### src/rtl/sar_pkg.sv
package sar_pkg;
  typedef enum logic [1:0] {
    MODE_SHR_OB = 2'b00,
    MODE_SHR_TC = 2'b01,
    MODE_DUAL_A = 2'b10,
    MODE_DUAL_B = 2'b11
  } rx_mode_e;
endpackage

### src/rtl/sar_sync.sv
module sar_sync #(
  parameter int W = 4
) (
  input  logic         clk_i,
  input  logic         rst_ni,
  input  logic [W-1:0] d_i,
  output logic [W-1:0] q_o,
  output logic [W-1:0] rise_o
);
  logic [W-1:0] s1_q, s2_q, s3_q;

  always_ff @(posedge clk_i or negedge rst_ni) begin
    if (!rst_ni) begin
      s1_q <= '0;
      s2_q <= '0;
      s3_q <= '0;
    end else begin
      s1_q <= d_i;
      s2_q <= s1_q;
      s3_q <= s2_q;
    end
  end

  assign q_o    = s2_q;
  assign rise_o = s2_q & ~s3_q;
endmodule

### src/rtl/sar_word.sv
module sar_word #(
  parameter int WORD_W = 16
) (
  input  logic              clk_i,
  input  logic              rst_ni,
  input  logic              clear_i,
  input  logic              start_i,
  input  logic              shift_i,
  input  logic              bit_i,
  output logic [WORD_W-1:0] word_o
);
  localparam logic [WORD_W-1:0] PTR_TOP  = {1'b1, {(WORD_W-1){1'b0}}};
  localparam logic [WORD_W-1:0] PTR_NEXT = PTR_TOP >> 1;

  logic [WORD_W-1:0] sh_q, ptr_q;

  // ptr_q marks the next bit slot; zero once the word is full
  always_ff @(posedge clk_i or negedge rst_ni) begin
    if (!rst_ni) begin
      sh_q  <= '0;
      ptr_q <= PTR_TOP;
    end else if (clear_i) begin
      sh_q  <= '0;
      ptr_q <= PTR_TOP;
    end else if (start_i) begin
      sh_q  <= {bit_i, {(WORD_W-1){1'b0}}};
      ptr_q <= PTR_NEXT;
    end else if (shift_i) begin
      if (bit_i) sh_q <= sh_q | ptr_q;
      ptr_q <= ptr_q >> 1;
    end
  end

  assign word_o = sh_q;
endmodule

### src/rtl/serial_audio_rx.sv
module serial_audio_rx
  import sar_pkg::*;
#(
  parameter int WORD_W = 16
) (
  input  logic              clk_i,
  input  logic              rst_ni,
  input  logic [1:0]        mode_i,
  input  logic              bck_i,
  input  logic              sel_i,
  input  logic              dat_a_i,
  input  logic              dat_b_i,
  output logic [WORD_W-1:0] left_o,
  output logic [WORD_W-1:0] right_o,
  output logic              sample_vld_o
);
  localparam int NCH   = 2;
  localparam int SYN_W = 4;

  rx_mode_e mode_q;
  logic     mode_vld_q;

  always_ff @(posedge clk_i or negedge rst_ni) begin
    if (!rst_ni) begin
      mode_q     <= MODE_SHR_OB;
      mode_vld_q <= 1'b0;
    end else if (!mode_vld_q) begin
      mode_q     <= rx_mode_e'(mode_i);
      mode_vld_q <= 1'b1;
    end
  end

  logic [SYN_W-1:0] syn_q, syn_rise;

  sar_sync #(.W(SYN_W)) u_sync (
    .clk_i  (clk_i),
    .rst_ni (rst_ni),
    .d_i    ({dat_b_i, dat_a_i, sel_i, bck_i}),
    .q_o    (syn_q),
    .rise_o (syn_rise)
  );

  logic bck_rise, fr_rise, sel_s, da_s, db_s;
  assign bck_rise = syn_rise[0];
  assign fr_rise  = syn_rise[1];
  assign sel_s    = syn_q[1];
  assign da_s     = syn_q[2];
  assign db_s     = syn_q[3];

  logic is_dual, is_tc;
  assign is_dual = mode_q[1];
  assign is_tc   = (mode_q == MODE_SHR_TC);

  // select value seen at the previous bit-clock edge
  logic sel_prev_q;
  always_ff @(posedge clk_i or negedge rst_ni) begin
    if (!rst_ni)       sel_prev_q <= 1'b0;
    else if (bck_rise) sel_prev_q <= sel_s;
  end

  logic to_left, to_right, load;
  assign to_left  = !is_dual && bck_rise && !sel_s &&  sel_prev_q;
  assign to_right = !is_dual && bck_rise &&  sel_s && !sel_prev_q;
  assign load     = is_dual ? fr_rise : to_left;

  logic [NCH-1:0][WORD_W-1:0] word;

  for (genvar ch = 0; ch < NCH; ch++) begin : g_ch
    logic ch_sel, ch_bit;
    assign ch_sel = (ch == 0) ? !sel_s : sel_s;
    assign ch_bit = (ch == 0) ? da_s : (is_dual ? db_s : da_s);

    sar_word #(.WORD_W(WORD_W)) u_word (
      .clk_i   (clk_i),
      .rst_ni  (rst_ni),
      .clear_i (is_dual && fr_rise),
      .start_i ((ch == 0) ? to_left : to_right),
      .shift_i (bck_rise && (is_dual || ch_sel)),
      .bit_i   (ch_bit),
      .word_o  (word[ch])
    );
  end

  function automatic logic [WORD_W-1:0] to_ob(input logic [WORD_W-1:0] w, input logic flip);
    return {w[WORD_W-1] ^ flip, w[WORD_W-2:0]};
  endfunction

  always_ff @(posedge clk_i or negedge rst_ni) begin
    if (!rst_ni) begin
      left_o       <= '0;
      right_o      <= '0;
      sample_vld_o <= 1'b0;
    end else begin
      sample_vld_o <= load;
      if (load) begin
        left_o  <= to_ob(word[0], is_tc);
        right_o <= to_ob(word[1], is_tc);
      end
    end
  end
endmodule

### config.mk
export PLATFORM = sky130hd
export DESIGN_NAME = serial_audio_rx
export DESIGN_NICKNAME = d
export VERILOG_FILES = /design/src/rtl/sar_pkg.sv /design/src/rtl/sar_sync.sv /design/src/rtl/sar_word.sv /design/src/rtl/serial_audio_rx.sv
export SDC_FILE = /design/constraint.sdc
export NUM_CORES = 1
export LEC_CHECK = 0
export BUFFER_PORTS_ARGS = -buffer_cell sky130_fd_sc_hd__buf_2
export CAP_MARGIN = 15
export CORE_MARGIN = 10
export CORE_UTILIZATION = 55
export CTS_CLUSTER_SIZE = 16
export DETAILED_ROUTE_END_ITERATION = 6
export GPL_ROUTABILITY_DRIVEN = 0
export PLACE_DENSITY_LB_ADDON = 0.25
export SETUP_SLACK_MARGIN = 0.15
export SYNTH_ARGS = -nofsm -noshare
export SYNTH_HDL_FRONTEND = slang
export SYNTH_SLANG_ARGS = --single-unit
### constraint.sdc
create_clock -name clk_i -period 3.6 [get_ports clk_i]
set_input_delay 1.08 -clock clk_i [delete_from_list [all_inputs] [get_ports clk_i]]
set_output_delay 1.08 -clock clk_i [all_outputs]
set_load 0.01 [all_outputs]
# Word-level counts from Yosys, hierarchy flattened
# Cells that the tools add are included.
# totals
ram_bits	0
elab_cells	55
romBits	0
inputBits	8
mem_count	0
register_bits	111
latchBits	0
# classes
n_shift	0
n_mul	0
add_sub_neg	0
reduce_logical	19
bitwise	6
eq_ne	1
n_lt_le_gt_ge	0
muxes	16
n_div	0
# op_table
op	n
16-bit two-way mux	14
16-bit bitwise OR	2
3-bit nonzero test	4
1-bit logical AND	8
2-bit AND reduction	2
1-bit logical NOT	3
2-bit AND	1
2-bit by 1-bit == test with 1-bit output (second input constant)	1
1-bit logical OR	2
1-bit two-way mux	2
2-bit NOT	1
1-bit bitwise XOR	2

# Depth between registers and ports, before layout
# logic_depth
depth_word	7
ltp_mapped	8

# Modules after synthesis
# From an unflattened synthesis, not the netlist that was laid out.
# hier_totals
cells_unflattened	322
hier_area_um2	4500.6
# modules_own_cells
module	n_inst	cells_each	seq_area_each_um2	area_per_inst_um2
sar_word	2	108	802.0	1276.2
serial_audio_rx	1	90	925.9	1592.8
sar_sync	1	16	300.3	355.3

# Least setup slack after synthesis
# OpenSTA, ideal clock, no wires.
# synth_path
kind	flip-flop to flip-flop
startpoint	register u_sync.s2_q[1], in the netlist u_sync.q_o[1]
endpoint	register left_o[11]
slack_ns	1.941
required_ns	3.475
setup_time_ns	0.125
path_stages_with_launch	8
arrival_time_ns	1.534
period_less_slack_ns	1.659
cell_sequence	dfrtp_1 > buf_4 > nand2b_2 > nor3_2 > or2_4 > buf_6 > buf_6 > mux2_4
# synth_between
elab_chain_len	4
# synth_lines
item	line_no	text
from (decl)	sar_sync.sv:10	logic [W-1:0] s1_q, s2_q, s3_q;
from (signal assigned)	sar_sync.sv:19	s2_q <= s1_q;
1-bit logical NOT	--	
1-bit logical AND (2 in a row)	serial_audio_rx.sv:62	assign to_left = !is_dual && bck_rise && !sel_s && sel_prev_q;
1-bit two-way mux (*)	serial_audio_rx.sv:64	assign load = is_dual ? fr_rise : to_left;
to (signal assigned)	serial_audio_rx.sv:96	left_o <= to_ob(word[0], is_tc);
to (decl)	serial_audio_rx.sv:13	output logic [WORD_W-1:0] left_o,
# Mark *: on every way between the ends. The rest lies on a longest branch, timed or not.
# A chain may end at the register's enable or synchronous reset.

# Final worst setup path
# layout_path
startpoint	register mode_q[1]
endpoint	register left_o[9]
# layout_between
elab_chain_len	5
# layout_lines
item	line_no	text
from (decl)	serial_audio_rx.sv:20	rx_mode_e mode_q;
from (signal assigned)	serial_audio_rx.sv:28	mode_q <= rx_mode_e'(mode_i);
1-bit logical NOT	serial_audio_rx.sv:62	
1-bit logical AND (3 in a row)	serial_audio_rx.sv:62	
1-bit two-way mux (*)	serial_audio_rx.sv:64	
# Marks and branches as above.

==> summary.txt <==
Critical path
  • Crit-path max FO: 48
  • Endpoint of the worst register-to-register path: left_o[9]$_DFFE_PN0P_
  • Levels on crit path: 4
  • Worst r2r path cells: 4
  • Chain of cells forming the critical path: inv_1 > nor2_2 > or2_4 > mux2_2
  • Crit end category: flip-flop
  • Critical path startpoint category: flip-flop
  • Start of the worst register-to-register path: mode_q[1]$_DFFE_PN0N_
  • Count of buffering cells on the critical path with inverters included: 1
  • Critical Path Max Stage Delay: 0.60 ns
  • Cell with the largest stage delay on the worst path: or2_4
  • Critical path start-end classification: flip-flop to flip-flop
  • Required time at the worst-slack endpoint: 3.85 ns
  • Cell class contributing the biggest share of worst-path delay: simple AND/OR/NAND/NOR gates
  • Reg2reg setup slack: 1.41 ns
  • CP Data Arrival Time: 2.44 ns

Route
  • Detailed-route wire length: 7141 um
  • Routed length per instance: 15.16 um
  • DR DRC count: 0
  • First-pass detailed-route iteration total: 4
  • Number of violations reported at the end of detailed-routing iteration 0: 142
  • Number of vias per cell: 5.378
  • Routed Antenna Nets: 0
  • Routed via count: 2,533

Yosys
  • Distinct cell type count of the synthesized netlist: 33
  • Avg Cell Area, Syn: 12.58 um^2
  • Yosys Warn Count: 0
  • Synthesized Nets: 337
  • Synth Instances: 329
  • Portion of the post-synthesis area used by sequential elements: 67.19%
  • Largest cells by area after synthesis: dfrtp_1 (66%), mux2_2 (8.4%), a21oi_1 (5.9%)
  • Yosys top cell by area: dfrtp_1
  • Synthesized area: 0.004138 mm^2
  • Fraction of synthesized cell area taken by the top area cell type: 65.92%
  • Synthesized flop and latch total: 111

STA
  • Final critical delay including setup and external delays: 2.193 ns
  • Unrepaired setup endpoints after global routing: no
  • Max Clock Skew: 0.01496 ns
  • Achievable frequency: 0.4560 GHz
  • Actual transition at the worst max-transition pin: 1.073 ns
  • Final setup violation count: 0
  • Worst rel slew slack: 27.95%
  • Setup total negative slack: 0 ns
  • Hold_ws: 0.3534 ns
  • Number of endpoints with negative hold slack in the final report: 0
  • Period utilization: 60.91%
  • Max Slew Vio Count: 0

Die
  • Number of rows created at floorplan: 31
  • I/O pin count: 41
  • Die W: 106.7 um
  • Starting Density: 56.74%
  • Die H: 106.7 um
  • Die outline area: 0.01139 mm^2
  • Core Region: 0.007292 mm^2

Clocking
  • Largest buffer count on any clock path: 2
  • Post-CTS Setup Bufs: 0
  • Number of cells upsized or downsized after cts: 0
  • Num Clock Sinks: 111
  • TritonCTS clock tree: built
  • Clock transition time at the flip-flop clock pins of the worst setup and hold paths: 0.09 ns
  • Number of buffers created by CTS: 9
  • Clock root buffer: clkbuf_8
  • Hold buffer count at cts: 0
  • H-tree depth: 3
  • Worst-Skew Late Latency: 0.36 ns

Global routing
  • Number of antenna violations at the first check in global routing: 0
  • Number of global-route vias before repair: 2,577
  • Wire length of the first global-routing pass: 12,430 um
  • Largest net degree at the start of global routing: 60
  • GRT Overall Usage: 13.31%
  • Remaining global-route overflow: 0

Placed design
  • Number of input and output port buffers inserted: 40
  • Post-detail-place hpwl: 4625 um
  • Placed cell area: 0.004395 mm^2

Cells and area
  • Fin util: 62.75%
  • P&R area growth vs syn: 10.58%
  • Antenna diode count: 0
  • FILL cells: 623
  • Register area: 0.002780 mm^2
  • Final instance area: 0.004576 mm^2
  • Share of layout cells above drive strength 1: 27.42%
  • Multi-input gate area: 0.001235 mm^2
  • Final net count: 375

Power
  • Post-layout power: 2.265 mW
  • Power per cell area: 495.1 mW/mm^2
  • Leakage power of the design: 2.326 nW
  • Max IR drop VDD: 231.9 uV

Hold path
  • Hold path cells: 0
  • Min-Delay Endpoint: u_sync.q_o[3]$_DFF_PN0_
  • Type of the most critical hold path: flip-flop to flip-flop
  • Worst hold path startpoint: u_sync.s1_q[3]$_DFF_PN0_

Run status
  • Run status: complete, no violations

Run
  • Max-capacitance violation count: 0
-- flip-flops by register name (all words and copies together), names as in the netlist --
signal / cells
u_sync.s3_q: 2
sample_vld_o: 1
g_ch.u_word.word_o: 32
sel_prev_q: 1
u_sync.q_o: 4
right_o: 16
g_ch.u_word.ptr_q: 32
mode_q: 2
u_sync.s1_q: 4
left_o: 16
mode_vld_q: 1
-- worst register-to-register path: cells and delay by family (launching register included) --
| family | cells | cell delay [ns] |
|---|---|---|
| multiplexers | 1 | 0.43 |
| buffers and inverters | 1 | 0.17 |
| AND/OR/NAND/NOR | 2 | 0.93 |
| flip-flops | 1 | 0.56 |
-- metal layers --
layer | track usage [%] | share of wire [%]
met1 | 17.44 | 45
met2 | 19.93 | 48
met3 | 4.551 | 5.4
met4 | 5.222 | 1.4
met5 | 0 | 0
-- how the worst max path moves through the flow --
stage	endpoint	from	slack (ns)
after floorplan	left_o[11]$_DFFE_PN0P_	u_sync.q_o[1]$_DFF_PN0_	1.94
after global placement	right_o[9]$_DFFE_PN0P_	mode_q[1]$_DFFE_PN0N_	1.54
after detailed placement	right_o[5]$_DFFE_PN0P_	mode_q[1]$_DFFE_PN0N_	1.41
after CTS	left_o[9]$_DFFE_PN0P_	mode_q[1]$_DFFE_PN0N_	1.40
after global routing	left_o[9]$_DFFE_PN0P_	mode_q[1]$_DFFE_PN0N_	1.27
final	left_o[9]$_DFFE_PN0P_	mode_q[1]$_DFFE_PN0N_	1.41
-- cell usage after synthesis, drive strengths merged --
| cell type | n |
|---|---|
| buf | 15 |
| conb | 1 |
| o21ai | 3 |
| nand3b | 1 |
| a22o | 14 |
| a221oi | 2 |
| xor2 | 1 |
| clkbuf | 2 |
| o21a | 1 |
| a21o | 2 |
| nand2 | 36 |
| a21boi | 1 |
| xnor2 | 1 |
| a21oi | 49 |
| nor2 | 37 |
| nand2b | 5 |
| nand3 | 1 |
| or3 | 1 |
| nor3 | 5 |
| nor2b | 2 |
| or2 | 1 |
| dfrtp | 109 |
| dfstp | 2 |
| inv | 3 |
| mux2 | 34 |
-- stage by stage --
step                std cells  setup WS [ns]
floorplan                 329          1.941
global placement          455          1.536
detailed placement        455          1.407
CTS                       471          1.398
global route              471          1.271
finish                    471          1.407
-- placed cells by master, fill, tap and decap left out, drive strengths merged, types with 2 or more instances in the layout --
master,netlist,routed
nor2b,2,2
dfstp,2,2
a21oi,49,49
inv,3,5
clkbuf,2,10
nor3,5,5
a221oi,2,2
nor2,37,37
nand2b,5,5
clkinvlp,0,2
clkinv,0,2
a21o,2,2
nand2,36,36
dfrtp,109,109
mux2,34,34
o21ai,3,3
a22o,14,14
buf,15,44
-- where the power goes --
part | switching, mW | internal, mW
combinational | 0.126 | 0.0896
clock | 0.406 | 0.273
sequential | 0.0504 | 1.32
-- area by class of cell --
type	instances	area share [%]
repair buffers	44	5.360
multi-input cells	198	26.99
flip-flops and latches	111	60.76
clock inverters	6	0.9297
clock buffers	10	3.008
inverters	3	0.2461
well taps	99	2.707
-- kinds of logic (layout without fill, tap and decap cells) --
logic type      count (synthesis)  after routing  share of synthesized area [%]
buf+inv                        20             63                          2.963
xor+xnor                        2              2                         0.4234
mux                            34             34                          9.525
flops                         111            111                          67.19
compound gates                 72             72                          10.55
other cells                     1              1                        0.09063
simple gates                   89             89                          9.253
Power figures use the tool's default switching activity.
